<file path="config.mk">
export PLATFORM = sky130hd
export DESIGN_NAME = txbuf_mgr
export DESIGN_NICKNAME = d
export VERILOG_FILES = /design/src/rtl/txbm_pkg.sv /design/src/rtl/txbm_slot.sv /design/src/rtl/txbm_arbiter.sv /design/src/rtl/txbuf_mgr.sv
export SDC_FILE = /design/constraint.sdc
export NUM_CORES = 1
export LEC_CHECK = 0
export ABC_CLOCK_PERIOD_IN_PS = 10500
export BUFFER_PORTS_ARGS = -buffer_cell sky130_fd_sc_hd__buf_2
export CAP_MARGIN = 20
export CORE_MARGIN = 2
export CORE_UTILIZATION = 57
export DETAILED_ROUTE_END_ITERATION = 7
export PLACE_DENSITY = 0.86
export SLEW_MARGIN = 20
export SYNTH_ARGS = -nofsm -noshare
export SYNTH_HDL_FRONTEND = slang
export SYNTH_SLANG_ARGS = --single-unit
</file>
<file path="constraint.sdc">
create_clock -name clk -period 10.5 [get_ports clk]
set_input_delay 1.05 -clock clk [delete_from_list [all_inputs] [get_ports clk]]
set_output_delay 1.05 -clock clk [all_outputs]
set_load 0.02 [all_outputs]
</file>
<file path="src/rtl/txbm_pkg.sv">
package txbm_pkg;

  localparam int FIELD_W = 4;

  typedef enum logic [FIELD_W-1:0] {
    ST_EMPTY = 4'd0,
    ST_READY = 4'd1,
    ST_SENT  = 4'd2,
    ST_ERROR = 4'd3,
    ST_ABORT = 4'd4,
    ST_BUSY  = 4'd5
  } slot_st_e;

  // Ordered command application: abort, then set-ready, then set-empty.
  function automatic slot_st_e apply_cmds(slot_st_e s, logic ab, logic rd, logic em);
    slot_st_e r;
    r = s;
    if (ab && r == ST_READY) r = ST_ABORT;
    if (rd && (r == ST_EMPTY || r == ST_SENT || r == ST_ERROR || r == ST_ABORT)) r = ST_READY;
    if (em && (r == ST_SENT || r == ST_ERROR || r == ST_ABORT)) r = ST_EMPTY;
    return r;
  endfunction

endpackage

</file>
<file path="src/rtl/txbm_slot.sv">
module txbm_slot
  import txbm_pkg::*;
(
  input  logic     clk,
  input  logic     rst_n,
  input  logic     cmd_hit,
  input  logic     cmd_abort,
  input  logic     cmd_set_ready,
  input  logic     cmd_set_empty,
  input  logic     take,
  input  logic     fin_ok,
  input  logic     fin_err,
  output slot_st_e st
);

  slot_st_e after_tx;
  slot_st_e st_nxt;

  // Transmitter events resolve first, commands see their result.
  always_comb begin
    after_tx = st;
    if (take)         after_tx = ST_BUSY;
    if (fin_ok)       after_tx = ST_SENT;
    else if (fin_err) after_tx = ST_ERROR;
    st_nxt = cmd_hit ? apply_cmds(after_tx, cmd_abort, cmd_set_ready, cmd_set_empty)
                     : after_tx;
  end

  always_ff @(posedge clk) begin
    if (!rst_n) st <= ST_EMPTY;
    else        st <= st_nxt;
  end

endmodule

</file>
<file path="src/rtl/txbm_arbiter.sv">
module txbm_arbiter
  import txbm_pkg::*;
#(
  parameter int NBUF = 4,
  parameter int PW   = 3,
  localparam int IW  = (NBUF > 1) ? $clog2(NBUF) : 1
) (
  input  slot_st_e          st [NBUF],
  input  logic [NBUF*PW-1:0] prio,
  output logic              found,
  output logic [IW-1:0]     pick
);

  logic [PW-1:0] best;

  // Strict greater-than keeps the lowest index on ties; best starts at 0,
  // so a priority-0 slot can never win.
  always_comb begin
    best = '0;
    pick = '0;
    for (int i = 0; i < NBUF; i++) begin
      if (st[i] == ST_READY && prio[i*PW +: PW] > best) begin
        best = prio[i*PW +: PW];
        pick = IW'(i);
      end
    end
    found = (best != '0);
  end

endmodule

</file>
<file path="src/rtl/txbuf_mgr.sv">
module txbuf_mgr
  import txbm_pkg::*;
#(
  parameter int NBUF  = 4,
  parameter int PW    = 3,
  parameter int CNT_W = 16,
  localparam int IW   = (NBUF > 1) ? $clog2(NBUF) : 1,
  localparam int SW   = FIELD_W * NBUF
) (
  input  logic             clk,
  input  logic             rst_n,
  input  logic             ctrl_en,
  input  logic             cmd_valid,
  input  logic             cmd_abort,
  input  logic             cmd_set_ready,
  input  logic             cmd_set_empty,
  input  logic [NBUF-1:0]  cmd_sel,
  input  logic             prio_we,
  input  logic [SW-1:0]    prio_wdata,
  output logic [SW-1:0]    buf_status,
  output logic [SW-1:0]    prio_word,
  output logic             tx_valid,
  output logic [IW-1:0]    tx_idx,
  input  logic             tx_ready,
  input  logic             tx_done,
  input  logic             tx_err,
  output logic             not_full,
  output logic [CNT_W-1:0] tx_count,
  output logic             ev_tx,
  output logic             ev_buf_chg
);

  slot_st_e         st [NBUF];
  logic [NBUF*PW-1:0] prio_q;
  logic             found;
  logic             busy_q;
  logic [IW-1:0]    act_q;

  // Named internal events, visible to the checker.
  logic cmd_go;
  logic accept;
  logic done_ok;
  logic err_hit;

  assign cmd_go  = ctrl_en & cmd_valid;
  assign accept  = tx_valid & tx_ready;
  assign done_ok = busy_q & tx_done;
  assign err_hit = busy_q & tx_err & ~tx_done;

  txbm_arbiter #(.NBUF(NBUF), .PW(PW)) u_arb (
    .st    (st),
    .prio  (prio_q),
    .found (found),
    .pick  (tx_idx)
  );

  assign tx_valid = ctrl_en & ~busy_q & found;

  logic [NBUF-1:0] empty_vec;

  for (genvar i = 0; i < NBUF; i++) begin : g_slot
    txbm_slot u_slot (
      .clk           (clk),
      .rst_n         (rst_n),
      .cmd_hit       (cmd_go & cmd_sel[i]),
      .cmd_abort     (cmd_abort),
      .cmd_set_ready (cmd_set_ready),
      .cmd_set_empty (cmd_set_empty),
      .take          (accept && tx_idx == IW'(i)),
      .fin_ok        (done_ok && act_q == IW'(i)),
      .fin_err       (err_hit && act_q == IW'(i)),
      .st            (st[i])
    );

    always_ff @(posedge clk) begin
      if (!rst_n)       prio_q[i*PW +: PW] <= '0;
      else if (prio_we) prio_q[i*PW +: PW] <= prio_wdata[i*FIELD_W +: PW];
    end

    assign buf_status[i*FIELD_W +: FIELD_W] = st[i];
    assign prio_word[i*FIELD_W +: FIELD_W]  = FIELD_W'(prio_q[i*PW +: PW]);
    assign empty_vec[i] = (st[i] == ST_EMPTY);
  end

  assign not_full = |empty_vec;

  always_ff @(posedge clk) begin
    if (!rst_n) begin
      busy_q     <= 1'b0;
      act_q      <= '0;
      tx_count   <= '0;
      ev_tx      <= 1'b0;
      ev_buf_chg <= 1'b0;
    end else begin
      if (accept) begin
        busy_q <= 1'b1;
        act_q  <= tx_idx;
      end else if (done_ok || err_hit) begin
        busy_q <= 1'b0;
      end
      if (done_ok) tx_count <= tx_count + 1'b1;
      ev_tx      <= done_ok;
      ev_buf_chg <= done_ok;
    end
  end

endmodule

</file>
==> results.yml <==
floorplanning:
  dieArea_um2: 6100
  rows: 26
  die-width_um: 78.1
  start_util_pct: 60.1
  core_area_um2: 5200
  die_h_um: 78.1
  floorplan.io_pins: 85
global_routing:
  grtUsageTotal_pct: 24.8
  grt_pass1_wl_um: 12400
  grt_overflow: 0
  grt_pass1_vias: 2791
  antenna_found_initial: 0
  grt_start_max_net_pins: 35
timing:
  rsz0062_at_grt: "no"
  relSlewSlack_pct: 37.7
  period_share_pct: 60.6
  finClkSkew_ns: 0.0102
  period_minus_slack_ns: 6.36
  hold_viol_final: 0
  max_freq_mhz: 157
  tightestPinTransition_ns: 0.929
  finalSetupViolCount: 0
  finalMaxSlewViolations: 0
  fin_tns_setup_ns: 0
worst_setup_path:
  slowest_stage: "dfxtp_1"
  crit_start: "g_slot[0].u_slot.st[3]"
  cp_max_fo: 10
  crit_chain: "nor2_1 > and3_1 > and2_1 > ha_1 > nand3_1 > nand4b_4 > a21oi_4 > mux2_2 > ha_1 > nor2b_4 > a221oi_4 > or2_1 > o21ai_0 > ha_1 > nand2_1 > o21ai_1 > nand2_1 > o311a_1 > o21a_1 > buf_2"
  end_kind: "output pin"
  worst_path_most_repeated_cell: "ha_1"
  cp-start-kind: "flop"
  arrival_ns: 5.31
  critPathMaxStageDelay_ns: 0.48
  crit_required_ns: 9.45
  r2r_start: "g_slot[0].u_slot.st[3]"
  crit_type: "flop to output pin"
synthesis:
  ys.warnings.count: 0
  avgSynthCellArea_um2: 8.23
  yosys-top-cells-area: "dfxtp_1 31%, nor2_1 5.5%, nand2_1 4.7%"
  yosysUniqueCellTypes: 83
  synth_top_cell_by_area: "dfxtp_1"
  syn_area_um2: 3130
  ys.flop_type: "dfxtp_1"
  yosysMostFrequentCell: "dfxtp_1"
  ys_seq_area_share_pct: 30.7
  synth_edf_count: 0
  netlist_top_cells_count: "48 x dfxtp_1, 46 x nor2_1, 39 x nand2_1, 22 x a21oi_1, 20 x o21ai_0"
  ys_ff_latch: 48
  synth_async_sr_flop_share_pct: 0
  netlist.area_leader.share_pct: 30.7
  syn-instance-count: 380
power:
  total_power_mw: 0.387
  irDropWorstVdd_uv: 75.0
  p_leak_nw: 1.58
  powerDensity_nw_per_um2: 108
clock_network:
  cts_buffers: 5
  clk_pin_slew_ns: 0.09
  cts_tree: "yes"
  cts_root_buffer: "clkbuf_8"
  cts.sinks: 48
  post_cts_resized: 0
  cts_htree_levels: 2
  ctsLongestPathBuffers: 2
  worstSkewPairLatency_ns: 0.31
  cts_hold_buf: 0
  post-cts-setup-buffer-count: 0
routing:
  wl_per_cell_um: 14.7
  wirelength_um: 7620
  first_pass_iters: 5
  drc: 0
  antenna_left: 0
  dr.first_iter.drc_count: 282
  via_per_inst: 5.97
  via_count: 3086
placement:
  gp_congestion: 0.906
  port_buffers: 76
  place_area_um2: 3480
  post-dp-hpwl_um: 5670
finish:
  fin_area_um2: 3590
  areaGrowthSynthToFinish_pct: 14.8
  drive_gt1_share_pct: 25.5
  layout.nets: 487
  antenna_cells: 0
worst_hold_path:
  min_path_type: "flop to flop"
  hold_path.startpoint: "tx_count[15]"
run_status:
  status: "complete, no violations"
run:
  maxCapViolCount: 0
[per-layer routing]
layer	track usage [%]	part of all wire (%)	routed length [µm]
met1	31.4	43	3300
met2	43.6	49	3720
met3	4.14	6.7	507
met4	6.84	1.3	98
met5	0	0	0
[worst max-delay path: cells and delay by family (launching register included)]
| family | cells | cell delay (ns) |
|---|---|---|
| simple gates | 9 | 1.68 |
| compound gates | 6 | 1.35 |
| fa+ha+maj | 3 | 0.94 |
| flops | 1 | 0.48 |
| mux | 1 | 0.39 |
| buf+inv | 1 | 0.16 |
[per-stage QoR]
step,instances,worst slack (ns),hold WS [ns],util (%)
after floorplan,383,5.01,0.525,-
after global placement,509,4.60,0.465,66.8
after detailed placement,509,4.48,0.479,66.8
after CTS,517,4.15,0.494,69.0
after global routing,517,3.81,0.512,69.0
final,517,4.14,0.496,69.0
[final cells by class]
cell class,count,area (µm²)
fill,453,1610
clock buffer,5,68.8
inverter,12,45.0
tap,70,87.6
clock inverter,3,46.3
multi-input combinational,303,2000
sequential,48,961
timing repair buffer,76,380
[final timing paths]
kind	end	slack, ns	cells after the start
max	tx_valid	4.14	20
min	tx_count[15]	0.50	2
max reg2reg	g_slot[0].u_slot.st[0]	5.10	20
min reg2reg	tx_count[15]	0.50	2
[logic make-up after synthesis]
kind of cell | Yosys count | share of synthesized area [%]
other cells | 1 | 0.120
mux | 16 | 5.24
buf+inv | 32 | 5.60
xor+xnor | 8 | 2.24
simple gates | 164 | 27.7
flops | 48 | 30.7
compound gates | 101 | 24.4
fa+ha+maj | 10 | 4.00
[where the power goes]
group	total, mW	internal (mW)	switching, mW
combinational	0.0581	0.0216	0.0365
clock	0.138	0.0718	0.0662
sequential	0.191	0.186	0.00496
total	0.387	0.279	0.108
[flip-flops by register name, summed over array words and instances, names as in the netlist]
signal,cells
g_slot.u_slot.st,16
tx_count,16
prio_word,12
act_q,2
busy_q,1
ev_buf_chg,1
[cell usage in the layout (no fill, tap or decap), drive strengths merged, types with 5 or more instances in the layout]
cell type | netlist | routed
nand2 | 40 | 40
mux2i | 13 | 13
and3 | 13 | 13
xor2 | 6 | 6
nor2b | 6 | 6
dfxtp | 48 | 48
o21ai | 24 | 24
buf | 9 | 76
inv | 11 | 12
nand3 | 14 | 14
a31oi | 8 | 8
nor3 | 11 | 11
clkbuf | 10 | 5
nor2 | 49 | 49
ha | 10 | 10
o21a | 5 | 5
a21oi | 24 | 24
or3 | 6 | 6
Power figures use the tool's default switching activity.
